`src/rtl/irq_pkg.sv`:
```
package irq_pkg;
  localparam int unsigned REG_W = 32;

  // register offsets
  localparam logic [7:0] OFS_STATUS = 8'h10;
  localparam logic [7:0] OFS_MASK   = 8'h14;
  localparam logic [7:0] OFS_ENABLE = 8'h18;

  // stored status bits: 0-14, 16, 20-25
  localparam logic [REG_W-1:0] IMPL_MASK = 32'h03F1_7FFF;

  // summary bit and the range it covers
  localparam int unsigned SUM_BIT = 15;
  localparam int unsigned HI_LO   = 16;
  localparam int unsigned HI_HI   = 25;

  typedef enum logic [1:0] {
    SEL_NONE,
    SEL_STATUS,
    SEL_MASK,
    SEL_ENABLE
  } reg_sel_e;
endpackage

```
`src/rtl/irq_status_bank.sv`:
```
module irq_status_bank #(
  parameter int unsigned W       = 32,
  parameter logic [W-1:0] IMPL   = '1,
  parameter int unsigned SUM_BIT = 15,
  parameter int unsigned HI_LO   = 16,
  parameter int unsigned HI_HI   = 25
) (
  input  logic         clk_i,
  input  logic         rst_ni,
  input  logic [W-1:0] set_i,
  input  logic         clr_i,
  output logic [W-1:0] view_o
);
  localparam logic [W-1:0] SUM_ONEHOT = W'(1) << SUM_BIT;
  localparam logic [W-1:0] STORED     = IMPL & ~SUM_ONEHOT;
  localparam logic [W-1:0] READABLE   = STORED | SUM_ONEHOT;

  logic [W-1:0] raw;

  for (genvar i = 0; i < W; i++) begin : g_bit
    if (STORED[i]) begin : g_flop
      logic bit_q;
      always_ff @(posedge clk_i or negedge rst_ni) begin
        if (!rst_ni)    bit_q <= 1'b0;
        else if (clr_i) bit_q <= set_i[i];   // same-cycle event survives the clear
        else            bit_q <= bit_q | set_i[i];
      end
      assign raw[i] = bit_q;
    end else begin : g_tie
      assign raw[i] = 1'b0;
    end
  end

  always_comb begin
    view_o          = raw;
    view_o[SUM_BIT] = |raw[HI_HI:HI_LO];
  end

  // stored bits stay set until cleared
  p_sticky_r2: assert property (@(posedge clk_i) disable iff (!rst_ni)
    !clr_i |=> ((view_o & $past(view_o) & STORED) == ($past(view_o) & STORED)));

  // a pulse becomes visible on the following cycle
  p_set_visible_r2: assert property (@(posedge clk_i) disable iff (!rst_ni)
    |(set_i & STORED) |=> ((view_o & $past(set_i & STORED)) == $past(set_i & STORED)));

  // unimplemented positions never read as one
  p_unimpl_zero_r6: assert property (@(posedge clk_i) disable iff (!rst_ni)
    (view_o & ~READABLE) == '0);
endmodule

```
`src/rtl/irq_cfg_regs.sv`:
```
module irq_cfg_regs #(
  parameter int unsigned W = 32
) (
  input  logic         clk_i,
  input  logic         rst_ni,
  input  logic         wr_mask_i,
  input  logic         wr_en_i,
  input  logic [W-1:0] wdata_i,
  output logic [W-1:0] mask_o,
  output logic         en_o
);
  always_ff @(posedge clk_i or negedge rst_ni) begin
    if (!rst_ni) begin
      mask_o <= '0;
      en_o   <= 1'b0;
    end else begin
      if (wr_mask_i) mask_o <= wdata_i;
      if (wr_en_i)   en_o   <= wdata_i[0];
    end
  end

  // configuration changes only through its own write strobe
  p_mask_hold_r7: assert property (@(posedge clk_i) disable iff (!rst_ni)
    !wr_mask_i |=> $stable(mask_o));
  p_en_hold_r10: assert property (@(posedge clk_i) disable iff (!rst_ni)
    !wr_en_i |=> $stable(en_o));
endmodule

```
`src/rtl/irq_line.sv`:
```
module irq_line #(
  parameter int unsigned W = 32
) (
  input  logic         clk_i,
  input  logic         rst_ni,
  input  logic [W-1:0] view_i,
  input  logic [W-1:0] mask_i,
  input  logic         en_i,
  output logic         irq_o
);
  always_ff @(posedge clk_i or negedge rst_ni) begin
    if (!rst_ni) irq_o <= 1'b0;
    else         irq_o <= en_i & (|(view_i & mask_i));
  end

  // gated by the global enable and by the mask
  p_irq_gated_r9: assert property (@(posedge clk_i) disable iff (!rst_ni)
    !en_i |=> !irq_o);
  p_irq_masked_r9: assert property (@(posedge clk_i) disable iff (!rst_ni)
    (mask_i == '0) |=> !irq_o);
  p_irq_pending_r9: assert property (@(posedge clk_i) disable iff (!rst_ni)
    (en_i && (view_i & mask_i) != '0) |=> irq_o);
endmodule

```
`src/rtl/irq_status_unit.sv`:
```
module irq_status_unit
  import irq_pkg::*;
#(
  parameter int unsigned ADDR_W = 8
) (
  input  logic              clk_i,
  input  logic              rst_ni,
  input  logic [REG_W-1:0]  evt_i,
  input  logic              req_i,
  input  logic              we_i,
  input  logic [ADDR_W-1:0] addr_i,
  input  logic [REG_W-1:0]  wdata_i,
  output logic [REG_W-1:0]  rdata_o,
  output logic              irq_o
);
  reg_sel_e         sel;
  logic [REG_W-1:0] status_view;
  logic [REG_W-1:0] mask_q;
  logic             en_q;
  logic             rd_stat;
  logic [REG_W-1:0] rd_mux;

  always_comb begin
    unique case (addr_i)
      ADDR_W'(OFS_STATUS): sel = SEL_STATUS;
      ADDR_W'(OFS_MASK):   sel = SEL_MASK;
      ADDR_W'(OFS_ENABLE): sel = SEL_ENABLE;
      default:             sel = SEL_NONE;
    endcase
  end

  assign rd_stat = req_i && !we_i && (sel == SEL_STATUS);

  irq_status_bank #(
    .W(REG_W), .IMPL(IMPL_MASK), .SUM_BIT(SUM_BIT), .HI_LO(HI_LO), .HI_HI(HI_HI)
  ) i_bank (
    .clk_i  (clk_i),
    .rst_ni (rst_ni),
    .set_i  (evt_i),
    .clr_i  (rd_stat),
    .view_o (status_view)
  );

  irq_cfg_regs #(.W(REG_W)) i_cfg (
    .clk_i     (clk_i),
    .rst_ni    (rst_ni),
    .wr_mask_i (req_i && we_i && (sel == SEL_MASK)),
    .wr_en_i   (req_i && we_i && (sel == SEL_ENABLE)),
    .wdata_i   (wdata_i),
    .mask_o    (mask_q),
    .en_o      (en_q)
  );

  irq_line #(.W(REG_W)) i_line (
    .clk_i  (clk_i),
    .rst_ni (rst_ni),
    .view_i (status_view),
    .mask_i (mask_q),
    .en_i   (en_q),
    .irq_o  (irq_o)
  );

  always_comb begin
    unique case (sel)
      SEL_STATUS: rd_mux = status_view;
      SEL_MASK:   rd_mux = mask_q;
      SEL_ENABLE: rd_mux = {{(REG_W-1){1'b0}}, en_q};
      default:    rd_mux = '0;
    endcase
  end

  always_ff @(posedge clk_i or negedge rst_ni) begin
    if (!rst_ni)              rdata_o <= '0;
    else if (req_i && !we_i)  rdata_o <= rd_mux;
  end

  // returned status always carries a consistent summary bit
  p_summary_r5: assert property (@(posedge clk_i) disable iff (!rst_ni)
    rd_stat |=> (rdata_o[SUM_BIT] == (|rdata_o[HI_HI:HI_LO])));

  // a read with no concurrent event leaves the status empty
  p_rd_clear_r3: assert property (@(posedge clk_i) disable iff (!rst_ni)
    (rd_stat && evt_i == '0) |=> (status_view == '0));

  // writes to the status offset do not alter it
  p_wr_status_ignored_r8: assert property (@(posedge clk_i) disable iff (!rst_ni)
    (req_i && we_i && sel == SEL_STATUS && evt_i == '0) |=> $stable(status_view));

  // upper enable bits read zero
  p_en_read_r7: assert property (@(posedge clk_i) disable iff (!rst_ni)
    (req_i && !we_i && sel == SEL_ENABLE) |=> (rdata_o[REG_W-1:1] == '0));

  // unmapped reads return zero
  p_unmapped_zero_r10: assert property (@(posedge clk_i) disable iff (!rst_ni)
    (req_i && !we_i && sel == SEL_NONE) |=> (rdata_o == '0));
endmodule

```
`config.mk`:
```
export PLATFORM = sky130hd
export DESIGN_NAME = irq_status_unit
export DESIGN_NICKNAME = d
export VERILOG_FILES = /design/src/rtl/irq_pkg.sv /design/src/rtl/irq_status_bank.sv /design/src/rtl/irq_cfg_regs.sv /design/src/rtl/irq_line.sv /design/src/rtl/irq_status_unit.sv
export SDC_FILE = /design/constraint.sdc
export NUM_CORES = 1
export LEC_CHECK = 0
export BUFFER_PORTS_ARGS = -buffer_cell sky130_fd_sc_hd__buf_2
export CORE_ASPECT_RATIO = 1.25
export CORE_UTILIZATION = 57
export CTS_BUF_LIST = sky130_fd_sc_hd__clkbuf_2
export DETAILED_ROUTE_END_ITERATION = 7
export GPL_TIMING_DRIVEN = 0
export PLACE_DENSITY = 0.95
export SYNTH_ARGS = -nofsm -noshare
export SYNTH_HDL_FRONTEND = slang
export SYNTH_SLANG_ARGS = --single-unit
```
`constraint.sdc`:
```
create_clock -name clk_i -period 3.5 [get_ports clk_i]
set_clock_uncertainty 0.05 [all_clocks]
set_input_delay 0.7 -clock clk_i [delete_from_list [all_inputs] [get_ports clk_i]]
set_output_delay 0.7 -clock clk_i [all_outputs]
set_load 0.01 [all_outputs]
```
; ---- Word-level counts from Yosys, hierarchy flattened
; Cells that the tools add are included.
[classes]
eq_ne = 6
n_mux = 24
bitwise = 24
reduce_logical = 8
[op_table]
columns = operator, n
row1 = 32-bit case mux with 3 select lines, 1
row2 = 26-bit by 32-bit bitwise AND with 32-bit output, 1
row3 = 32-bit OR reduction, 1
row4 = 8-bit by 5-bit equality test with 1-bit output (second input constant), 3
row5 = 1-bit 2-to-1 mux, 22
row6 = 1-bit bitwise OR, 22
row7 = 7-bit OR reduction, 1
row8 = 2-bit case mux with 3 select lines, 1
row9 = 1-bit logical AND, 5
row10 = 2-bit equality test (second input constant), 2
row11 = 2-bit by 1-bit equality test with 1-bit output (second input constant), 1
row12 = 1-bit bitwise AND, 1
row13 = 1-bit zero test, 1
[word_totals]
reg_bits = 88
in_bits = 76
output_inout_bits = 33
wordCells = 88

; ---- Depth between registers and ports, before layout
; Gate-level depths: netlist of the first run.
[depth]
word_depth = 5
mapped_depth = 6
ltp_nobuf = 4

; ---- Cells and area by module
; Synthesis of the first run repeated with hierarchy kept, for this count alone.
[unflattened]
cells_unflattened = 329
area_unflattened_um2 = 4456.8
[by_module_without_submodules]
columns = module, instances, cells_each, area_each_um2, seq_area_each_um2
row1 = irq_status_unit, 1, 155, 1893.1, 800.8
row2 = irq_cfg_regs, 1, 70, 1381.3, 825.8
row3 = irq_status_bank, 1, 82, 996.0, 550.5
row4 = irq_line, 1, 22, 186.4, 25.0

; ---- Least setup slack after synthesis of the first run
; Ideal clock, no wire load.
[synth_timing]
kind = input to register
start = input addr_i[7]
end = register i_cfg.mask_o[10]
setup_ns = 0.125
t_arrival_ns = 2.048
required_ns = 3.325
setup_slack_ns = 1.277
stages = 5
path_buffers = 1
path_cell_list = nor4_4 -> nand3b_4 -> nor4_4 -> buf_6 -> mux2_2
[synth_between]
elab_chain_len = 4
word_cells_on_any_way = 6
classes_between = eq/ne: 4 / mux: 1 / reduce/logical: 1
[synth_lines]
columns = item, line_no
row1 = from (decl), irq_status_unit.sv:11  ; input logic [ADDR_W-1:0] addr_i,
row2 = 8-bit by 5-bit equality test with 1-bit output, irq_status_unit.sv:24  ; unique case (addr_i)
row3 = 2-bit case mux with 3 select lines (*), irq_status_unit.sv:24
row4 = 2-bit equality test (*), irq_status_unit.sv:47  ; .wr_mask_i (req_i && we_i && (sel == SEL_MASK)),
row5 = 1-bit logical AND (*), irq_status_unit.sv:47
row6 = to (signal assigned), irq_cfg_regs.sv:17  ; if (wr_mask_i) mask_o <= wdata_i;
row7 = to (decl), irq_cfg_regs.sv:9  ; output logic [W-1:0] mask_o,
; Mark *: on every way between the ends. The rest lies on a longest branch, timed or not.
; A chain may end at the register's enable or synchronous reset.

; ---- Worst setup path after layout of the first run
[layout_timing]
start = input addr_i[7]
end = register i_cfg.mask_o[19]
; Same word-level chain as after synthesis.

==> metrics.cfg, run 1 <==
[grt]
grt_util_all_layers = 0.291
grt_pass1_vias = 2953
grt_overflow_total = 0
grt_max_degree = 49
grt_first_pass_wirelength_um = 14300
antenna_found_initial = 0

[drt]
wl_per_cell_um = 17.9
drc = 0
highest_layer = met4
wl_met1_um = 3440
final_antenna_net_count = 0
num_vias = 2870
drtIter0Drc = 215
routed-wl-met2_um = 4540
first_pass_iters = 4
vias_per_cell = 5.85
routed_wl_um = 8780
wl_met3_um = 515

[pwr]
ir_drop_v = 0.000230
power.share.switching = 0.254
power_density_mw_per_mm2 = 382
pwr-share-clk = 0.311
pwr-share-comb = 0.066
seqPwrFrac = 0.624
power.leakage_nw = 2.06
p_sw_mw = 0.422
internal_power_mw = 1.24

[cts]
h-tree-depth = 3
postCtsSetupRepairBufs = 0
insertion_delay_ps = 540
cts.sinks = 88
clock-root-buffer = clkbuf_2
cts_resized = 0
clockBufferDepth = 2
numCtsBuffers = 9
cts.clk_slew.worst_paths_ps = 240
cts_tree = done
postCtsHoldBufs = 0

[die]
initial_utilization = 0.586
core-area_mm2 = 0.00617
fp.dieW_um = 73.2
rows = 32
die_area_mm2 = 0.00667
die_h_um = 91.0
ioPinCount = 109

[placed_design]
postPlaceCellArea_mm2 = 0.00424
io_buffers = 98
dp_hpwl_um = 6400
gp_congestion = 0.849
dp_cells = 475

[layout]
insertedDiodeCount = 0
fin_area_mm2 = 0.00436
seqCellArea_mm2 = 0.00220
instances_no_fill = 491
drive_gt1_frac = 0.389
areaGrowthSynthToFinish_pct = 20.6
final_nets = 477
fill_cells = 467
multi_input_area_mm2 = 0.00130

[timing]
maxSlewHeadroom = 0.597
fmax_mhz = 488
tns_ps = 0
setup-violations-final = 0
min_period_ps = 2050
period_share = 0.586
hold_violations = 0
rsz0062_at_grt = no
drv_slew = 0
tightest_slew_ps = 604

[synthesis]
post-synth-top-count-cell = dfrtp_1
synth_ff_type = dfrtp_1
syn_nets = 367
yosys_warnings = 0
synth_area_leaders = dfrtp_1 (61%), mux2_2 (10%), a22oi_1 (6.9%)
ys_seq_area_frac = 0.609
synth_top_cell_by_area = dfrtp_1
ys_seq_elements = 88
syn_area_per_cell_um2 = 12.4
synthCells = 291
synth_top_area_frac = 0.609
yosysUniqueCellTypes = 32
synth_edf_count = 0
synth_common_cells = dfrtp_1 (88), nand2_1 (43), a22oi_1 (33)
syn_area_mm2 = 0.00361
async_flop_share = 1.00

[critical_path]
worstPathArrival_ps = 2450
cp_cell_sequence = buf_2, nor4_4, nand3b_4, nor4_4, buf_6, mux2_2
path_class = in -> reg
cp-startpoint = addr_i[7]
cpPeakStageDelay_ps = 510
crit_top_cell = nor4_4
critPathLaunchType = input pin
worst_setup_path_end_kind = flop
reg2regPathDepth = 4
critPathSlowestCell = nor4_4
required_ps = 3900
r2r_slack_ps = 1910
rr_startpoint = i_bank.g_bit[22].g_flop.bit_q$_DFF_PN0_
crit_fanout = 10
endpoint = i_cfg.mask_o[19]$_DFFE_PN0P_
r2r-end = i_line.irq_o$_DFF_PN0_

[worst_hold_path]
hold_path_class = in -> async

[run]
maxCapViolations = 0

[outcome]
status = finished, final reports clean

-- stage by stage --
step	utilization	hold WS (ps)	power (mW)	setup WS [ps]
global placement	0.683	406	1.16	963
CTS	0.707	41.7	1.67	1500
floorplan	-	354	1.09	1280
global route	0.707	40.9	1.72	1410
detailed placement	0.688	415	1.16	903
finish	0.707	47.4	1.67	1450
-- placed cells by master, fill, tap and decap left out, types with 2 or more instances in the layout --
cell type    n
a21o_1      20
nand2_1     43
nor4_4       2
nand4_1      2
buf_6        5
mux2_2      32
clkbuf_2     9
clkinvlp_4   2
nor2_1       2
a21o_2       2
buf_2       98
a22oi_1     33
dfrtp_1     88
buf_1        2
clkbuf_1    10
o21ai_0     31
-- per-layer routing --
metal | global-route usage | vias up
met2 | 0.478 | 130
met1 | 0.359 | 1437
met3 | 0.0633 | 28
met4 | 0.144 | 0
li1 | - | 1275
met5 | 0 | -
-- sequential cells by signal, indices dropped and copies added, names as in the netlist --
| signal | flops |
|---|---|
| rdata_o | 32 |
| i_line.irq_o | 1 |
| i_bank.g_bit.g_flop.bit_q | 22 |
| i_cfg.mask_o | 32 |
| i_cfg.en_o | 1 |
-- worst max-delay path: cells and delay by family --
kind          cells  cell delay [ps]
simple gates      3             1030
mux               1              360
buf+inv           2              360
-- how the worst min path moves through the flow --
stage	endpoint	cells past startpoint	startpoint
6_report	i_cfg.mask_o[16]$_DFFE_PN0P_	1	rst_ni
5_1_grt	i_cfg.mask_o[28]$_DFFE_PN0P_	1	rst_ni
4_1_cts	rdata_o[25]$_DFFE_PN0P_	1	rst_ni
3_5_place_dp	rdata_o[25]$_DFFE_PN0P_	2	rdata_o[25]$_DFFE_PN0P_
3_3_place_gp	rdata_o[27]$_DFFE_PN0P_	2	rdata_o[27]$_DFFE_PN0P_
2_1_floorplan	i_bank.g_bit[0].g_flop.bit_q$_DFF_PN0_	0	rst_ni
-- power by group through the flow --
stage               clock (mW)  combinational, mW  sequential, mW
floorplan                    0             0.0327            1.05
global route             0.564              0.120            1.04
finish                   0.517              0.109            1.04
CTS                      0.521              0.110            1.04
global placement             0              0.102            1.05
detailed placement           0              0.109            1.06
-- area by class of cell --
| cell class | instances | share of cell area |
|---|---|---|
| Tap cell | 85 | 0.0244 |
| Sequential cell | 88 | 0.505 |
| Timing Repair Buffer | 99 | 0.119 |
| Buffer | 18 | 0.0244 |
| Multi-Input combinational cell | 184 | 0.299 |
| Clock inverter | 7 | 0.0164 |
| Inverter | 1 | 0.000861 |
| Clock buffer | 9 | 0.0103 |
-- kinds of logic after synthesis --
family	Yosys count	synth area share
compound gates	90	0.166
flops	88	0.609
simple gates	60	0.0883
mux	34	0.106
buf+inv	19	0.0305
No activity file was read; power rests on OpenSTA's default activity.
==> run 2: changes to the inputs <==
ABC_AREA = 1   (was not set)
CORE_UTILIZATION = 54   (was 57)
PLACE_DENSITY = 0.91   (was 0.95)
clock period = 2.1 ns   (was 3.5 ns; I/O delays follow)
==> run 2 against run 1 <==
  * Cell count is 44% higher
  * Via count is 32% higher
  * Combinational power grew to 2.6 times the previous value
  * Synthesized area is 9.2% higher
  * Setup slack worse by 990 ps
  * Critical path depth is 5 lower
  * Die area is 15% higher
  * Power is 69% higher
  * Register-to-register slack worse by 990 ps
  * First-iteration DRC count is 21% higher
  * Flip-flop and latch count stayed put
  * Critical endpoint is now rdata_o[24]
  * Largest cell class unchanged
==> metrics.cfg, run 2 <==
[outcome]
status = finished, final reports clean

[critical_path]
worstPathArrival_ps = 1170
cp-startpoint = rdata_o[24]$_DFFE_PN0P_
worst_setup_path_end_kind = primary output
path_class = reg -> out
critPathSlowestCell = dfrtp_1
cp_top_family = flip-flops
r2r-end = i_line.irq_o$_DFF_PN0_
crit_fanout = 2
critical_path_depth = 1
cpPeakStageDelay_ps = 460
required_ps = 1630
cp_cell_sequence = buf_2
critPathLaunchType = flop
crit_buf_inv = 1
reg2regPathDepth = 6
endpoint = rdata_o[24]
r2r_slack_ps = 920
rr_startpoint = i_bank.g_bit[16].g_flop.bit_q$_DFF_PN0_

[pwr]
ir_drop_v = 0.000404
power_density_mw_per_mm2 = 561
finalPower_mw = 2.81
power.leakage_nw = 2.97

[synthesis]
synth_area_leaders = dfrtp_1 (56%), nand2_1 (16%), o21bai_1 (4.2%)
syn_nets = 543
synth_top_cell_by_area = dfrtp_1
post-synth-top-count-cell = nand2_1
synth_ff_type = dfrtp_1
synth_top_area_frac = 0.558
yosys_warnings = 0
async_flop_share = 1.00
synthCells = 467
synth_edf_count = 0
ys_seq_area_frac = 0.558
synth_common_cells = nand2_1 (173), dfrtp_1 (88), inv_1 (42)
syn_area_per_cell_um2 = 8.46
ys_seq_elements = 88
yosysUniqueCellTypes = 22
syn_area_mm2 = 0.00395

[timing]
fmax_mhz = 610
period_share = 0.780
hold_violations = 0
setup-violations-final = 0
maxSlewHeadroom = 0.574
tightest_slew_ps = 639
min_period_ps = 1640
fin_hold_ws_ps = 17.5
drv_slew = 0
rsz0062_at_grt = no
setup_slack_ps = 461

[drt]
drtIter0Drc = 260
final_antenna_net_count = 0
vias_per_cell = 5.38
routed_wl_um = 10500
drc = 0
wl_per_cell_um = 14.9
first_pass_iters = 5
num_vias = 3796

[layout]
final_common_cell = nand2_1
final_nets = 686
fin_area_mm2 = 0.00501
drive_gt1_frac = 0.229
instances_no_fill = 705
insertedDiodeCount = 0
layout_common_cells = nand2_1 (173), buf_2 (107), dfrtp_1 (88)
areaGrowthSynthToFinish_pct = 26.8
top_regs = i_cfg.mask_o x32, rdata_o x32, i_bank.g_bit.g_flop.bit_q x22

[worst_hold_path]
hold_path_class = in -> reg

[placed_design]
dp_cells = 656
postPlaceCellArea_mm2 = 0.00457
place_ws_ps = 301
dp_hpwl_um = 7140
gp_congestion = 0.882
io_buffers = 98

[grt]
grt_pass1_vias = 3716
grt_first_pass_wirelength_um = 16900
grt_overflow_total = 0
antenna_found_initial = 0
grt_util_all_layers = 0.290
grt_max_degree = 50

[cts]
insertion_delay_ps = 560
h-tree-depth = 3
cts.sinks = 88
clock-root-buffer = clkbuf_2
numCtsBuffers = 9
clockBufferDepth = 2
cts.clk_slew.worst_paths_ps = 280
cts_tree = done

[die]
initial_utilization = 0.563
ioPinCount = 109
rows = 34
core-area_mm2 = 0.00702
fp.dieW_um = 78.5
die_area_mm2 = 0.00766
die_h_um = 97.6

[run]
maxCapViolations = 0

## run 2: layout make-up
| cell class | count | area (µm²) |
|---|---|---|
| clock buffer | 10 | 50.0 |
| clock inverter | 6 | 52.6 |
| buffer | 24 | 133 |
| tap | 90 | 113 |
| multi-input combinational | 311 | 1450 |
| inverter | 44 | 165 |
| fill | 510 | 2010 |
| timing repair buffer | 132 | 843 |
| sequential | 88 | 2200 |
## run 2: power breakdown
part / total (mW) / internal [mW] / switching, mW / leakage (nW)
combinational: 0.279 / 0.128 / 0.151 / 1.86
sequential: 1.74 / 1.72 / 0.0146 / 1.05
clock: 0.793 / 0.177 / 0.616 / 0.0606
total: 2.81 / 2.03 / 0.781 / 2.97
## run 2: timing repair
item                                   4_1_cts  5_1_grt
endpoints found under the hold margin       64       16
resized for setup                            0        0
buffers inserted                             0        0
hold buffers                                17       16
## run 2: metal layers
| metal | track usage | up-vias | share of wire |
|---|---|---|---|
| li1 | - | 1760 | - |
| met1 | 0.358 | 1814 | 0.39 |
| met2 | 0.482 | 190 | 0.52 |
| met3 | 0.0441 | 32 | 0.060 |
| met4 | 0.165 | 0 | 0.030 |
| met5 | 0 | - | 0 |
## run 2: worst min-delay path by stage
stage / start / to / cells past startpoint
after CTS: evt_i[2] / i_bank.g_bit[2].g_flop.bit_q$_DFF_PN0_ / 2
final: wdata_i[23] / i_cfg.mask_o[23]$_DFFE_PN0P_ / 3
after detailed placement: rdata_o[14]$_DFFE_PN0P_ / rdata_o[14]$_DFFE_PN0P_ / 2
after global placement: rdata_o[13]$_DFFE_PN0P_ / rdata_o[13]$_DFFE_PN0P_ / 2
after floorplan: rst_ni / i_bank.g_bit[0].g_flop.bit_q$_DFF_PN0_ / 0
after global routing: wdata_i[23] / i_cfg.mask_o[23]$_DFFE_PN0P_ / 3
## run 2: cell families after synthesis
logic type | after synthesis | synth area share
AND/OR/NAND/NOR | 223 | 0.236
flip-flops | 88 | 0.558
AO/OA/AOI/OAI | 88 | 0.131
buffers and inverters | 68 | 0.0754
## run 2: stage by stage
step / TNS [ps] / utilization
finish: 0 / 0.713
global route: 0 / 0.713
CTS: 0 / 0.691
detailed placement: 0 / 0.652
global placement: -9980 / 0.648
floorplan: 0 / -
==> run 3: changes to the inputs <==
clock period = 1.6 ns   (was 2.1 ns; I/O delays follow)
==> run 3 against run 2 <==
  * Non-clock buffer count increased by 22
  * Die area unchanged
  * Sequential share of layout area shrank 1.9 points
  * Final area grew 4.4%
  * Largest power group unchanged
  * Combinational power rose by 48%
  * Register-to-register slack got worse by 490 ps
  * Core utilization increased by 3.1 points
  * Clock power increased by 30%
==> metrics.cfg, run 3 (synthesis results as in run 2) <==
[layout]
top_regs = i_cfg.mask_o x32, rdata_o x32, i_bank.g_bit.g_flop.bit_q x22
areaGrowthSynthToFinish_pct = 32.4
drive_gt1_frac = 0.221
final_nets = 708
insertedDiodeCount = 0
fin_util = 0.745
layout_common_cells = nand2_1 (173), buf_2 (107), dfrtp_1 (88)
fill_cells = 480
final_common_cell = nand2_1
fin_area_mm2 = 0.00523

[pwr]
ir_drop_v = 0.000510
power_density_mw_per_mm2 = 714
power.leakage_nw = 3.06
finalPower_mw = 3.73

[die]
die_area_mm2 = 0.00766
ioPinCount = 109
rows = 34
die_h_um = 97.6
fp.dieW_um = 78.5
initial_utilization = 0.563
core-area_mm2 = 0.00702

[critical_path]
worst_setup_path_end_kind = primary output
r2r_slack_ps = 430
critPathSlowestCell = dfrtp_1
crit_buf_inv = 1
path_class = reg -> out
r2r-end = i_line.irq_o$_DFF_PN0_
worstPathArrival_ps = 1160
cpPeakStageDelay_ps = 460
required_ps = 1230
reg2regPathDepth = 6
critPathLaunchType = flop
cp_top_family = flip-flops
cp_cell_sequence = buf_2
crit_fanout = 2
rr_startpoint = i_bank.g_bit[16].g_flop.bit_q$_DFF_PN0_

[cts]
insertion_delay_ps = 560
cts.sinks = 88
cts_resized = 0
cts.clk_slew.worst_paths_ps = 260
cts_tree = done
postCtsSetupRepairBufs = 0
h-tree-depth = 3
clockBufferDepth = 2
clock-root-buffer = clkbuf_2
numCtsBuffers = 9
postCtsHoldBufs = 55

[timing]
rsz0062_at_grt = no
hold_violations = 0
period_share = 0.955
drv_slew = 0
maxSlewHeadroom = 0.576
min_period_ps = 1530
fin_hold_ws_ps = 130
setup-violations-final = 0
fmax_mhz = 655
setup_slack_ps = 72.4
tightest_slew_ps = 636

[grt]
grt_first_pass_wirelength_um = 19000
grt_max_degree = 50
grt_util_all_layers = 0.326
grt_overflow_total = 0
grt_pass1_vias = 4037
antenna_found_initial = 0

[drt]
routed_wl_um = 11500
num_vias = 3932
vias_per_cell = 5.41
first_pass_iters = 5
final_antenna_net_count = 0
wl_per_cell_um = 15.8
drc = 0
drtIter0Drc = 314

[placed_design]
place_ws_ps = -99.5
postPlaceCellArea_mm2 = 0.00457
dp_hpwl_um = 7140
io_buffers = 98
gp_congestion = 0.882

[run]
maxCapViolations = 0

[outcome]
status = finished, final reports clean

[worst_hold_path]
worstHoldEndpoint = i_cfg.en_o$_DFFE_PN0P_
hp-start = addr_i[3]
holdPathStages = 5
hold_path_class = in -> reg

## run 3: changes by cell type in the layout (fill, tap and decap cells not counted), sizes merged
| cell | change |
|---|---|
| dlygate4sd3 | +22 |
## run 3: power by group
group | switching, mW | internal (mW)
Clock | 0.802 | 0.233
Combinational | 0.210 | 0.203
Sequential | 0.0205 | 2.26
## run 3: how the worst max path moves through the flow
stage,startpoint,to,slack [ps],cells past startpoint
2_1_floorplan,addr_i[6],i_bank.g_bit[10].g_flop.bit_q$_DFF_PN0_,340,7
3_3_place_gp,rst_ni,rdata_o[24]$_DFFE_PN0P_,-520,1
3_5_place_dp,addr_i[1],i_cfg.mask_o[10]$_DFFE_PN0P_,-100,8
4_1_cts,rdata_o[8]$_DFFE_PN0P_,rdata_o[8],60,1
5_1_grt,rdata_o[25]$_DFFE_PN0P_,rdata_o[25],2,1
6_report,rdata_o[8]$_DFFE_PN0P_,rdata_o[8],70,1
## run 3: layout make-up
class / instances / area, µm² / area share
clock inverters: 6 / 52.6 / 0.0101
plain buffers: 24 / 133 / 0.0254
flip-flops and latches: 88 / 2200 / 0.421
well taps: 90 / 113 / 0.0215
inverters: 44 / 165 / 0.0316
clock buffers: 10 / 50.0 / 0.00957
repair buffers: 154 / 1060 / 0.203
multi-input cells: 311 / 1450 / 0.277
## run 3: routing by layer
metal  GRT usage  up-vias  part of all wire
li1            -     1798                 -
met1       0.397     1875              0.38
met2       0.537      210              0.51
met3      0.0507       49             0.060
met4       0.207        0             0.046
met5           0        -                 0
## run 3: through the flow
| step | std cells | TNS (ps) |
|---|---|---|
| detailed placement | 656 | -290 |
| CTS | 727 | 0 |
| global route | 727 | 0 |
| finish | 727 | 0 |
| floorplan | 467 | 0 |
| global placement | 655 | -45180 |
